$ cat src/rtl/ss_fault_sup.sv
module ss_fault_sup #(
  parameter int CODE_W   = 10,
  parameter int CLK_KHZ  = 100000,
  parameter int RAMP_US  = 1500,
  parameter int PGDLY_US = 2750
) (
  input  logic              clk,
  input  logic              rst_n,
  input  logic              en,
  input  logic              por_ok,
  input  logic              ov_rise,
  input  logic              ov_clear,
  input  logic              uv_flag,
  input  logic              ot_flag,
  input  logic              oc_flt,
  output logic [CODE_W-1:0] ref_code,
  output logic              pwm_en,
  output logic              lg_force,
  output logic [1:0]        pg_code
);
  localparam int FULL     = (1 << CODE_W) - 1;
  localparam int RAMP_CYC = CLK_KHZ * RAMP_US / 1000;
  localparam int STEP_CYC = (RAMP_CYC / FULL > 0) ? RAMP_CYC / FULL : 1;
  localparam int PG_RAW   = CLK_KHZ * PGDLY_US / 1000;
  localparam int PG_CYC   = (PG_RAW > 0) ? PG_RAW : 1;
  localparam int DIV_W    = $clog2(STEP_CYC + 1);
  localparam int PG_W     = $clog2(PG_CYC + 1);

  typedef enum logic [1:0] {PG_OPEN = 2'd0, PG_WEAK = 2'd1, PG_MED = 2'd2, PG_STRONG = 2'd3} pg_t;

  logic [DIV_W-1:0]  div_q;
  logic [CODE_W-1:0] ramp_q;
  logic [PG_W-1:0]   tmr_q;
  pg_t               flt_q, flt_new;
  logic              crow_q;

  wire run     = en & por_ok;
  wire ss_done = (tmr_q == PG_W'(PG_CYC));
  wire crow_set = ov_rise & ((flt_q == PG_MED) | ((flt_q == PG_OPEN) & ~oc_flt));
  wire crow_clr = ov_clear & (flt_q == PG_MED);

  always_comb begin
    if (oc_flt)                  flt_new = PG_STRONG;
    else if (ov_rise)            flt_new = PG_MED;
    else if (uv_flag && ss_done) flt_new = PG_WEAK;
    else                         flt_new = PG_OPEN;
  end

  always_ff @(posedge clk or negedge rst_n) begin
    if (!rst_n) begin
      div_q  <= '0;
      ramp_q <= '0;
      tmr_q  <= '0;
      flt_q  <= PG_OPEN;
      crow_q <= 1'b0;
    end else if (!run) begin
      div_q  <= '0;
      ramp_q <= '0;
      tmr_q  <= '0;
      flt_q  <= PG_OPEN;
      crow_q <= 1'b0;
    end else begin
      if (div_q == DIV_W'(STEP_CYC - 1)) begin
        div_q <= '0;
        if (ramp_q != CODE_W'(FULL)) ramp_q <= ramp_q + 1'b1;
      end else begin
        div_q <= div_q + 1'b1;
      end
      if (!ss_done) tmr_q <= tmr_q + 1'b1;
      if (flt_q == PG_OPEN) flt_q <= flt_new;
      if (crow_set)      crow_q <= 1'b1;
      else if (crow_clr) crow_q <= 1'b0;
    end
  end

  assign ref_code = run ? ramp_q : '0;
  assign pwm_en   = run & (flt_q == PG_OPEN) & ~ot_flag;
  assign lg_force = run & crow_q;
  assign pg_code  = !run                ? PG_OPEN :
                    (flt_q != PG_OPEN)  ? flt_q   :
                    !ss_done            ? PG_WEAK : PG_OPEN;
endmodule


$ cat config.mk
export PLATFORM = sky130hd
export DESIGN_NAME = ss_fault_sup
export DESIGN_NICKNAME = d
export VERILOG_FILES = /design/src/rtl/ss_fault_sup.sv
export SDC_FILE = /design/constraint.sdc
export NUM_CORES = 1
export LEC_CHECK = 0
export ABC_AREA = 1
export BUFFER_PORTS_ARGS = -buffer_cell sky130_fd_sc_hd__buf_2
export CELL_PAD_IN_SITES_DETAIL_PLACEMENT = 0
export CELL_PAD_IN_SITES_GLOBAL_PLACEMENT = 1
export CORE_MARGIN = 2
export CORE_UTILIZATION = 46
export CTS_CLUSTER_SIZE = 8
export DETAILED_ROUTE_END_ITERATION = 8
export GPL_ROUTABILITY_DRIVEN = 0
export PLACE_DENSITY_LB_ADDON = 0.1
export SLEW_MARGIN = 20
export SYNTH_ARGS = -nofsm -noshare
export SYNTH_HDL_FRONTEND = slang
export SYNTH_SLANG_ARGS = --single-unit
$ cat constraint.sdc
create_clock -name clk -period 2.93 [get_ports clk]
set_clock_uncertainty 0.15 [all_clocks]
set_input_delay 0.4395 -clock clk [delete_from_list [all_inputs] [get_ports clk]]
set_output_delay 0.4395 -clock clk [all_outputs]
set_load 0.02 [all_outputs]
Word level (Yosys, flattened, before mapping)
Index checks and enable logic that the tools add are counted.
{"block": "word_totals", "regBits": 40, "in_bits": 9, "out_inout_bits": 14, "mem_bits_rw": 0, "memories": 0, "latch_bits": 0, "elab_cells": 50, "mem_bits_ro": 0}
{"block": "op_classes", "n_addsub": 3, "magnitude_cmp": 0, "n_reduce_logical": 4, "mul": 0, "shifts": 0, "bitwise_logic": 10, "n_eq_ne": 9, "n_div": 0, "n_mux": 19}
{"cell": "$mux W10", "n": 4}
{"cell": "$mux W19", "n": 2}
{"cell": "$add A19 B1 Y19 const B", "n": 1}
{"cell": "$eq A19 B19 Y1 const B", "n": 1}
{"cell": "$mux W8", "n": 2}
{"cell": "$mux W2", "n": 6}
{"cell": "$add A10 B1 Y10 const B", "n": 1}
{"cell": "$ne A10 B10 Y1 const B", "n": 1}
{"cell": "$add A8 B1 Y8 const B", "n": 1}
{"cell": "$eq A8 B8 Y1 const B", "n": 1}
{"cell": "$and A1 B1 Y1", "n": 7}
{"cell": "$ne A2 B1 Y1 const B", "n": 3}
{"cell": "$mux W1", "n": 5}
{"cell": "$ne A3 B1 Y1 const B", "n": 1}
{"cell": "$eq A2 B2 Y1 const B", "n": 1}
{"cell": "$logic_not A2 Y1", "n": 1}
{"cell": "$ne A2 B2 Y1 const B", "n": 1}
{"cell": "$not A1 Y1", "n": 2}
{"cell": "$reduce_and A2 Y1", "n": 1}
{"cell": "$reduce_bool A2 Y1", "n": 1}
{"cell": "$logic_and A1 B1 Y1", "n": 1}
{"cell": "$or A1 B1 Y1", "n": 1}

Depth between registers and ports, before layout
Gate-level depths: netlist (run 1).
{"block": "depth", "word_depth": 7, "mapped_depth": 11, "mapped_depth_nobuf": 11}

Worst setup path before layout (run 1)
Ideal clock, no wire load.
{"block": "synth_path", "path_type": "register to output", "startpoint": "register tmr_q[0]", "endpoint": "output pg_code[0]", "arrival_ps": 1206, "path_stages_with_launch": 10, "n_path_buf": 0, "path_slack_ps": 1134, "t_required_ps": 2341, "cell_sequence": "dfrtp_1 -> inv_1 -> ha_1 -> nand2_1 -> inv_1 -> nand3_1 -> nor2_1 -> nand2_1 -> nand2_1 -> nand2_1"}
{"block": "synth_via", "elab_chain_len": 4}
{"element": "from (decl)", "line": "33", "text": "logic [PG_W-1:0] tmr_q;"}
{"element": "from (signal assigned)", "line": "69", "text": "if (!ss_done) tmr_q <= tmr_q + 1'b1;"}
{"element": "$eq A19 B19 Y1", "line": "38", "text": "wire ss_done = (tmr_q == PG_W'(PG_CYC));"}
{"element": "$mux W1", "line": "81", "text": "!ss_done ? PG_WEAK : PG_OPEN;"}
{"element": "$mux W2", "line": "80", "text": "(flt_q != PG_OPEN) ? flt_q :"}
{"element": "$mux W2", "line": "79", "text": "assign pg_code = !run ? PG_OPEN :"}
{"element": "to (decl)", "line": "19", "text": "output logic [1:0] pg_code"}
Every way passes these cells.

Worst setup path in the final report (run 1)
Ends and elaborated chain as after synthesis.

==> results.ini, run 1 <==
[synth]
synth-seq-area-share_pct=41.5
syn-mean-instance-area_um2=7.10
yosysWarnings=0
synth.top_cell.area_share_pct=41.5
synth-main-ff-cell=dfrtp_1
yosys_register_bits=40
synth_commonest_cells=nand2_1, nor2_1, inv_1
synth-edff-count=0
syn-cell-area_mm2=0.00241
synth_area_leader_cell=dfrtp_1
synth_cell_types=33
synth_fp_nets=354
yosys.cell_count.top_type=nand2_1
synth_cells=340
synth_async_reset_ratio_pct=100
ys_top_cells_by_area=dfrtp_1, nand2_1, nor2_1

[routing]
ant_nets=0
drt-wirelength-per-cell_um=11.7
drtPass1Iterations=5
num_vias=2134
wl_mm=5.12
dr.first_iter.drc_count=90
via_per_inst=4.88
drc=0

[timing]
max_clock_freq_mhz=423
setup_repair_after_global_routing_missed_its_margin=no
fin_hold_ws_ns=0.107
layout_min_cycle_time_ns=2.37
setup_violations=0
hold_violations=0
maxSlewHeadroom_pct=39.6
tightestPinTransition_ns=0.905
post-route-period-util_pct=80.7
finalSetupTns_ns=0
timing.final.max_slew_violations=0

[clock_tree]
clock_sinks=40
cts-root-buf=clkbuf_8
cts_tree=built
post-cts-setup-buffers=0
clock_insertion_delay_worst_skew_ns=0.30
cts.htree.levels=2
post_cts_resize_count=0
clock_path_buffers=2
cts_inserted_buffers=5
cts.clk_slew.worst_paths_ns=0.09
post_cts_hold_buffer_count=0

[critical_path]
rrSetupSlack_ns=1.10
setup.worst_path.class=register to output pin
regToRegEndpoint=tmr_q[16]
reg2reg_from=tmr_q[0]
crit_path_end_kind=output pin
start_kind=register
critPathMaxFanout=6
reg2regPathDepth=8
critPathArrivalTime_ns=1.78
worst_ep_required_time_ns=2.34

[hold_path]
worstHoldPathType=input port to asynchronous set/reset pin

[power_and_ir_drop]
vdd_ir_drop_max_uv=292
pwrdens_mw_per_mm2=403
total_leakage_power_nw=1.21

[die]
row_count=26
dieHeight_um=76.4
floorplan.die_area_mm2=0.00584
floorplan.die.width_um=76.4
start_util_pct=47.6
core_area_mm2=0.00507
num_io_pins=23

[global_route]
gr-total-overflow=0
antenna_found_initial=0
grt_max_degree=41
first_pass_grt_wire_length_mm=9.05
grtUsageTotal_pct=19.0
first_global_vias=1991

[finish]
n_fill_cell=540
layout-drive-gt1-share_pct=13.6
number_of_nets_in_the_finished_design=380
area_growth_syn_to_layout_pct=12.2
antenna-diode-count=0

[place]
dp_hpwl_mm=3.81
portbufs=22

[run_status]
status=finished, final reports clean

[job]
maxCapViolCount=0

==> critical path, stage by stage (launching register included) <==
cell and delay (ns):
dfrtp_1 0.46, inv_1 0.08, ha_1 0.15, nand2_1 0.05
inv_1 0.05, nand3_1 0.05, nor2_1 0.20, nand2_1 0.16
nand2_1 0.09, nand2_1 0.04, buf_2 0.15
==> logic make-up (layout without fill, tap and decap cells) <==
group	Yosys count	after routing	share of synthesized area, %
buffers and inverters	52	79	8.66
and+or+nand+nor	200	200	36.4
DFF	40	40	41.5
muxes	1	1	0.415
AOI/OAI and AO/OA	37	37	8.66
adders and majority gates	5	5	2.59
xor gates and xnor gates	5	5	1.81
==> worst max path at each step <==
stage | cells after the start | slack, ns | end | start
floorplan | 9 | 1.13 | pg_code[0] | tmr_q[0]
global placement | 10 | 0.89 | pg_code[0] | tmr_q[0]
detailed placement | 10 | 0.88 | pg_code[0] | tmr_q[0]
CTS | 10 | 0.55 | pg_code[0] | tmr_q[0]
global route | 10 | 0.41 | pg_code[0] | tmr_q[0]
finish | 10 | 0.56 | pg_code[0] | tmr_q[0]
==> metrics by stage <==
stage                     utilization [%]  power [mW]  worst slack [ns]  cell area (um^2)  std cells
after CTS                            53.4        1.11             0.547              2710        437
after detailed placement             51.2       0.648             0.884              2600        429
after floorplan                         -       0.616              1.13              2410        340
after global routing                 53.4        1.14             0.413              2710        437
after global placement               51.2       0.647             0.890              2600        429
final                                53.4        1.09             0.565              2710        437
==> per-layer routing <==
| metal | share of wire (%) | wire length (um) | global-route usage (%) | vias to the layer above |
|---|---|---|---|---|
| li1 | - | - | - | 1131 |
| met1 | 51 | 2590 | 26.2 | 958 |
| met2 | 45 | 2290 | 30.6 | 38 |
| met3 | 3.5 | 181 | 3.20 | 7 |
| met4 | 1.1 | 55 | 6.00 | 0 |
| met5 | 0 | 0 | 0 | - |
==> placed cells by master, fill, tap and decap left out, drive strengths merged <==
master    Yosys  layout
o211ai        1       1
dfrtp        40      40
nand2        87      87
inv          46      46
nand4         7       7
clkbuf        1       5
clkinv        0       1
ha            5       5
a21oi        11      11
a32o          1       1
a31oi         1       1
o22ai         1       1
xor2          5       5
mux2i         1       1
nor2         70      70
nand3b        1       1
buf           5      25
nor3          8       8
o21ai        21      21
o21a          1       1
clkinvlp      0       1
nor3b         1       1
nand3        26      26
bufinv        0       1
==> final cells by class <==
cell class | instances | area (um^2) | share of cell area (%)
clock buffer | 5 | 68.8 | 2.54
sequential | 40 | 1000 | 37.0
tap | 70 | 87.6 | 3.23
multi-input combinational | 248 | 1200 | 44.4
clock inverter | 3 | 42.5 | 1.57
inverter | 46 | 173 | 6.37
timing repair buffer | 25 | 133 | 4.90
==> report_power, final <==
group          total (mW)  internal (mW)  switching [mW]  leakage [nW]
clock               0.457          0.252           0.205        0.0541
sequential          0.566          0.558         0.00740         0.554
combinational      0.0686         0.0200          0.0487         0.605
total                1.09          0.831           0.261          1.21
==> flip-flops by register name, summed over array words and instances, names as in the netlist <==
register / cells
flt_q: 2
div_q: 8
ramp_q: 10
tmr_q: 19
crow_q: 1
(Power assumes the default switching activity.)
==> run 2: changes to the inputs <==
--- a/config.mk
+++ b/config.mk
@@ -5,12 +5,12 @@
 export SDC_FILE = /design/constraint.sdc
 export NUM_CORES = 1
 export LEC_CHECK = 0
-export ABC_AREA = 1
+export ABC_AREA = 0
 export BUFFER_PORTS_ARGS = -buffer_cell sky130_fd_sc_hd__buf_2
 export CELL_PAD_IN_SITES_DETAIL_PLACEMENT = 0
 export CELL_PAD_IN_SITES_GLOBAL_PLACEMENT = 1
 export CORE_MARGIN = 2
-export CORE_UTILIZATION = 46
+export CORE_UTILIZATION = 41
 export CTS_CLUSTER_SIZE = 8
 export DETAILED_ROUTE_END_ITERATION = 8
 export GPL_ROUTABILITY_DRIVEN = 0
==> constraint.sdc (replaced) <==
create_clock -name clk -period 2.15 [get_ports clk]
set_clock_uncertainty 0.15 [all_clocks]
set_input_delay 0.3225 -clock clk [delete_from_list [all_inputs] [get_ports clk]]
set_output_delay 0.3225 -clock clk [all_outputs]
set_load 0.02 [all_outputs]
==> run 2 against run 1 <==
Against the previous run: the flow now finishes with violations (negative setup slack); first-iteration DRC count increased by 18%; non-clock buffer count increased by 20; sequential power increased by 36%; via count decreased by 12%; final cell count decreased by 20%; routed wire length decreased by 0.43%; hold slack improved by 0.065 ns; synthesized area decreased by 6.4%; power increased by 23%; design area increased by 0.32%; critical path depth decreased by 4; register-to-register slack got worse by 0.97 ns; critical path type unchanged; largest cell class unchanged.
==> results.ini, run 2 <==
[finish]
n_fill_cell=528  ; -2.2%
area_growth_syn_to_layout_pct=20.3
largest_register_ff_count=19  ; unchanged
number_of_nets_in_the_finished_design=295  ; -22%
reg.largest.list=tmr_q x19, ramp_q x10, div_q x8
layout-drive-gt1-share_pct=25.4  ; +12 points
regMostFlops=tmr_q
final_design_area_no_fill_mm2=0.00272  ; +0.32%
fin_cells=351  ; -20%
antenna-diode-count=0  ; unchanged
most_frequent_cells_in_the_layout=dfrtp_1, nor2_1, buf_4
most_common_library_cell_in_the_layout_ignoring_fill_and_taps=dfrtp_1
utilization_pct=50.3  ; -3.1 points

[die]
floorplan.die_area_mm2=0.00612  ; +4.7%
floorplan.die.width_um=78.2  ; +2.3%
start_util_pct=41.8  ; -5.8 points
core_area_mm2=0.00541  ; +6.5%
num_io_pins=23  ; unchanged
row_count=27  ; +3.8%
dieHeight_um=78.2  ; +2.3%

[timing]
layout_min_cycle_time_ns=2.15
max_clock_freq_mhz=465
finalSetupTns_ns=-0.0000516  ; -0.0000516 ns
fin_hold_ws_ns=0.172  ; +0.0648 ns
setup_repair_after_global_routing_missed_its_margin=yes
timing.final.max_slew_violations=0  ; unchanged
post-route-period-util_pct=100
maxSlewHeadroom_pct=65.3  ; +26 points
setup_violations=1  ; +1
hold_violations=0  ; unchanged
finalWorstSetupSlack_ns=-0.0000516  ; -0.565 ns
tightestPinTransition_ns=0.520  ; -0.385 ns

[critical_path]
reg2regPathDepth=5  ; -3
regToRegEndpoint=ramp_q[8]
worst_ep_required_time_ns=1.68  ; -0.66 ns
start_kind=register
critPathArrivalTime_ns=1.68  ; -0.10 ns
setup.worst_path.class=register to output pin
critPathMaxFanout=2  ; -4
worstSetupStartpoint=tmr_q[8]
crit_path_end_kind=output pin
rrSetupSlack_ns=0.13  ; -0.97 ns
reg2reg_from=ramp_q[0]

[routing]
wl_mm=5.09  ; -0.43%
via_per_inst=5.36  ; +9.9%
drc=0  ; unchanged
wl_met3_um=192  ; +6.1%
ant_nets=0  ; unchanged
top_signal_layer_used=met4
num_vias=1883  ; -12%
met2RoutedLength_mm=2.26  ; -1.0%
drtPass1Iterations=4  ; -1
drt-wirelength-per-cell_um=14.5  ; +24%
dr.first_iter.drc_count=106  ; +18%
wl_met1_mm=2.58  ; -0.54%

[synth]
synth-seq-area-share_pct=44.3  ; +2.8 points
synth_cell_types=49  ; +48%
synth_cells=238  ; -30%
yosys_register_bits=40  ; unchanged
syn-cell-area_mm2=0.00226  ; -6.4%
ys_top_cells_by_area=dfrtp_1, nor2_1, and3_1
synth.top_cell.area_share_pct=44.3  ; +2.8 points
yosysWarnings=0  ; unchanged
synth_commonest_cells=dfrtp_1, nor2_1, and3_1
synth-edff-count=0  ; unchanged
synth_fp_nets=252  ; -29%
synth_area_leader_cell=dfrtp_1
syn-mean-instance-area_um2=9.49  ; +34%
yosys.cell_count.top_type=dfrtp_1
synth-main-ff-cell=dfrtp_1
synth_async_reset_ratio_pct=100  ; unchanged

[global_route]
gr-total-overflow=0  ; unchanged
grt_max_degree=41  ; unchanged
grtUsageTotal_pct=18.5  ; -0.53 points
first_pass_grt_wire_length_mm=8.89  ; -1.7%
first_global_vias=1797  ; -9.7%
antenna_found_initial=0  ; unchanged

[power_and_ir_drop]
total_leakage_power_nw=1.27  ; +4.3%
pwrdens_mw_per_mm2=493  ; +22%
p_total_mw=1.34  ; +23%
vdd_ir_drop_max_uv=223  ; -24%

[hold_path]
worst_hold_end=flt_q[0]
worstHoldPathType=input port to register
min_path_cells=3
worst_min_path_start=uv_flag

[clock_tree]
cts.clk_slew.worst_paths_ns=0.07  ; -0.02 ns
cts_tree=built
cts_inserted_buffers=5  ; unchanged
clock_insertion_delay_worst_skew_ns=0.29  ; about the same
clock_path_buffers=2  ; unchanged
cts.htree.levels=2  ; unchanged
cts-root-buf=clkbuf_8
clock_sinks=40  ; unchanged

[place]
portbufs=22  ; unchanged
place_area_mm2=0.00253  ; -2.7%
place_inst=339  ; -21%
dp_hpwl_mm=3.46  ; -9.2%
place_ws_ns=0.144  ; -0.740 ns

[run_status]
violations_in_the_final_reports=negative setup slack
status=finished, violations left

[job]
maxCapViolCount=0  ; unchanged

[run 2: where the power goes]
| group | total [mW] | leakage (nW) | switching (mW) | internal, mW |
|---|---|---|---|---|
| sequential | 0.771 | 0.553 | 0.0103 | 0.760 |
| clock | 0.461 | 0.0359 | 0.251 | 0.209 |
| combinational | 0.109 | 0.677 | 0.0684 | 0.0401 |
[run 2: metal layers]
metal / track usage, % / vias to the layer above
li1: - / 949
met1: 27.1 / 890
met2: 26.6 / 38
met3: 4.83 / 6
met4: 5.79 / 0
met5: 0 / -
[run 2: cell type report]
| class | count | area, um^2 | share of cell area, % |
|---|---|---|---|
| Clock buffer | 5 | 68.8 | 2.53 |
| Inverter | 7 | 26.3 | 0.967 |
| Multi-Input combinational cell | 182 | 1240 | 45.7 |
| Sequential cell | 40 | 1000 | 36.9 |
| Tap cell | 72 | 90.1 | 3.31 |
| Timing Repair Buffer | 45 | 288 | 10.6 |
[run 2: worst max path at each step]
| stage | to | cells after the start |
|---|---|---|
| 2_1_floorplan | pwm_en | 4 |
| 3_3_place_gp | ramp_q[8] | 5 |
| 3_5_place_dp | ramp_q[8] | 5 |
| 4_1_cts | pg_code[0] | 7 |
| 5_1_grt | pg_code[0] | 7 |
| 6_report | pg_code[0] | 6 |
[run 2: timing repair]
action,in CTS,in global routing
hold buffers,1,0
buffers inserted,5,1
gates resized for setup,8,5
hold endpoints to repair,40,0
endpoints found under the setup margin,1,1
pin swaps,4,2
[run 2: cells by family (layout without fill, tap and decap cells)]
kind of cell / Yosys count / in the layout / share of synthesized area, %
and+or+nand+nor: 124 / 124 / 30.9
DFF: 40 / 40 / 44.3
AOI/OAI and AO/OA: 32 / 32 / 9.75
buffers and inverters: 16 / 57 / 3.49
xor gates and xnor gates: 15 / 15 / 5.82
muxes: 6 / 6 / 2.94
adders and majority gates: 5 / 5 / 2.77
[run 2: worst max-delay path, cell delays in order, from the launching register on]
cell and delay (ns):
dfrtp_1 0.39, nor4b_2 0.31, buf_4 0.17, and3_4 0.18
a21o_1 0.12, a21oi_2 0.05, buf_4 0.17
==> run 3: changes to the inputs <==
--- a/config.mk
+++ b/config.mk
@@ -19,3 +19,4 @@
 export SYNTH_ARGS = -nofsm -noshare
 export SYNTH_HDL_FRONTEND = slang
 export SYNTH_SLANG_ARGS = --single-unit
+export TNS_END_PERCENT = 50
==> constraint.sdc (replaced) <==
create_clock -name clk -period 1.85 [get_ports clk]
set_clock_uncertainty 0.15 [all_clocks]
set_input_delay 0.2775 -clock clk [delete_from_list [all_inputs] [get_ports clk]]
set_output_delay 0.2775 -clock clk [all_outputs]
set_load 0.02 [all_outputs]
==> run 3 against run 2 <==
Against the previous run: the flow still finishes with violations (negative setup slack); design area grew 9.0%; global-route usage is 0.69 points lower; clock-buffer cell count grew 1; critical path depth unchanged; power increased by 23%; hold slack worse by 0.053 ns; sequential share of layout area fell by 3.0 points; register-to-register slack got worse by 0.21 ns; routed wire length decreased by 1.7%; first-iteration DRC count decreased by 34%; flip-flop and latch count stayed put; critical path type unchanged; critical endpoint unchanged; largest cell class unchanged.
==> results.ini, run 3 (same netlist as run 2, synthesis figures left out) <==
[routing]
wl_met3_um=186  ; -3.1%
drtPass1Iterations=4  ; unchanged
drt-wirelength-per-cell_um=13.3  ; -8.5%
top_signal_layer_used=met4
ant_nets=0  ; unchanged
via_per_inst=5.23  ; -2.5%
met2RoutedLength_mm=2.14  ; -5.4%
num_vias=1972  ; +4.7%
wl_met1_mm=2.62  ; +1.6%
dr.first_iter.drc_count=70  ; -34%
drc=0  ; unchanged
wl_mm=5.01  ; -1.7%

[critical_path]
reg2regPathDepth=4  ; -1
critPathMaxFanout=2  ; unchanged
start_kind=register
setup.worst_path.class=register to output pin
critPathArrivalTime_ns=1.62  ; -0.06 ns
crit_path_end_kind=output pin
worst_ep_required_time_ns=1.42  ; -0.26 ns
reg2reg_from=div_q[6]
regToRegEndpoint=ramp_q[8]
rrSetupSlack_ns=-0.08  ; -0.21 ns

[finish]
antenna-diode-count=0  ; unchanged
area_growth_syn_to_layout_pct=31.1
layout-drive-gt1-share_pct=33.8  ; +8.3 points
regMostFlops=tmr_q
largest_register_ff_count=19  ; unchanged
most_frequent_cells_in_the_layout=buf_4, dfrtp_1, nor2_1
utilization_pct=54.8  ; +4.5 points
reg.largest.list=tmr_q x19, ramp_q x10, div_q x8
fin_cells=377  ; +7.4%
area_of_the_multi_input_gates_mm2=0.00126  ; +1.8%
final_design_area_no_fill_mm2=0.00296  ; +9.0%
n_fill_cell=508  ; -3.8%
most_common_library_cell_in_the_layout_ignoring_fill_and_taps=buf_4
number_of_nets_in_the_finished_design=318  ; +7.8%
register_area_mm2=0.00100  ; unchanged

[hold_path]
worstHoldPathType=input port to register
worst_min_path_start=uv_flag
worst_hold_end=flt_q[0]
min_path_cells=3  ; unchanged

[timing]
finalWorstSetupSlack_ns=-0.201  ; -0.201 ns
max_clock_freq_mhz=487
setup_violations=8  ; +7
hold_violations=0  ; unchanged
setup_repair_after_global_routing_missed_its_margin=yes
fin_hold_ws_ns=0.119  ; -0.0528 ns
maxSlewHeadroom_pct=68.3  ; +3.0 points
tightestPinTransition_ns=0.476  ; -0.0445 ns
layout_min_cycle_time_ns=2.05
timing.final.max_slew_violations=0  ; unchanged
post-route-period-util_pct=111

[power_and_ir_drop]
vdd_ir_drop_max_uv=325  ; +46%
pwrdens_mw_per_mm2=555  ; +13%
total_leakage_power_nw=1.41  ; +11%

[run_status]
violations_in_the_final_reports=negative setup slack
status=finished, violations left

[place]
place_inst=366  ; +8.0%
dp_hpwl_mm=3.52  ; +1.5%
place_area_mm2=0.00276  ; +9.2%
portbufs=22  ; unchanged

[clock_tree]
cts.htree.levels=2  ; unchanged
cts.clk_slew.worst_paths_ns=0.08  ; about the same
clock_path_buffers=2  ; unchanged
cts-root-buf=clkbuf_8
cts_inserted_buffers=5  ; unchanged
clock_sinks=40  ; unchanged
cts_tree=built
clock_insertion_delay_worst_skew_ns=0.29  ; about the same

[die]
dieHeight_um=78.2  ; unchanged
row_count=27  ; unchanged
floorplan.die_area_mm2=0.00612  ; unchanged
num_io_pins=23  ; unchanged
start_util_pct=41.8  ; unchanged
floorplan.die.width_um=78.2  ; unchanged
core_area_mm2=0.00541  ; unchanged

[global_route]
grt_max_degree=41  ; unchanged
gr-total-overflow=0  ; unchanged
grtUsageTotal_pct=17.8  ; -0.69 points
first_global_vias=1813  ; +0.89%
antenna_found_initial=0  ; unchanged
first_pass_grt_wire_length_mm=8.67  ; -2.6%

[job]
maxCapViolCount=0  ; unchanged

run 3: cell types whose count changed in the layout (fill, tap and decap cells not counted), moves of 2 or more:
cell | previous run | this run
buf_12 | 0 | 2
buf_4 | 23 | 44
clkinv_2 | 0 | 2
nor4_2 | 3 | 5
run 3: repair_timing:
item | in CTS | in global routing
gates resized for setup | 13 | 7
hold buffers | 1 | 0
hold endpoints to repair | 40 | 0
buffers inserted | 1 | 1
pin swaps | 6 | 1
setup endpoints to repair | 8 | 15
run 3: worst max-delay path by stage:
stage	start	end	cells past startpoint
2_1_floorplan	en	pwm_en	4
3_3_place_gp	ramp_q[0]	ramp_q[8]	5
3_5_place_dp	div_q[6]	ramp_q[8]	4
4_1_cts	tmr_q[1]	pg_code[0]	7
5_1_grt	tmr_q[1]	pg_code[0]	7
6_report	tmr_q[10]	pg_code[0]	6
run 3: final cells by class:
cell class                      instances  share of cell area, %
Clock buffer                            6                   2.79
Multi-Input combinational cell        182                   42.7
Inverter                                7                  0.887
Clock inverter                          2                  0.338
Sequential cell                        40                   33.8
Timing Repair Buffer                   68                   16.4
Tap cell                               72                   3.04
run 3: critical path, cell delays in order (launching register included):
cell     delay, ns
dfrtp_1       0.39
nor4b_2       0.28
buf_4         0.16
and3_4        0.19
a21o_1        0.12
a21oi_2       0.05
buf_4         0.15
run 3: per-stage QoR:
stage	power, mW	setup slack [ns]	setup TNS (ns)
after floorplan	0.973	-0.0491	-0.0502
final	1.64	-0.201	-0.567
after detailed placement	1.05	-0.0758	-0.220
after CTS	1.68	-0.209	-0.631
after global placement	1.05	-0.0288	-0.0475
after global routing	1.73	-0.289	-1.52
run 3: report_power, final:
| group | switching [mW] | leakage, nW | internal [mW] |
|---|---|---|---|
| clock network | 0.305 | 0.0510 | 0.298 |
| registers | 0.00774 | 0.553 | 0.883 |
| logic | 0.0877 | 0.805 | 0.0636 |
run 3: metal layers:
| metal | GRT usage (%) | up-vias |
|---|---|---|
| met2 | 26.5 | 31 |
| met3 | 3.56 | 6 |
| met1 | 26.2 | 935 |
| met5 | 0 | - |
| li1 | - | 1000 |
| met4 | 5.26 | 0 |
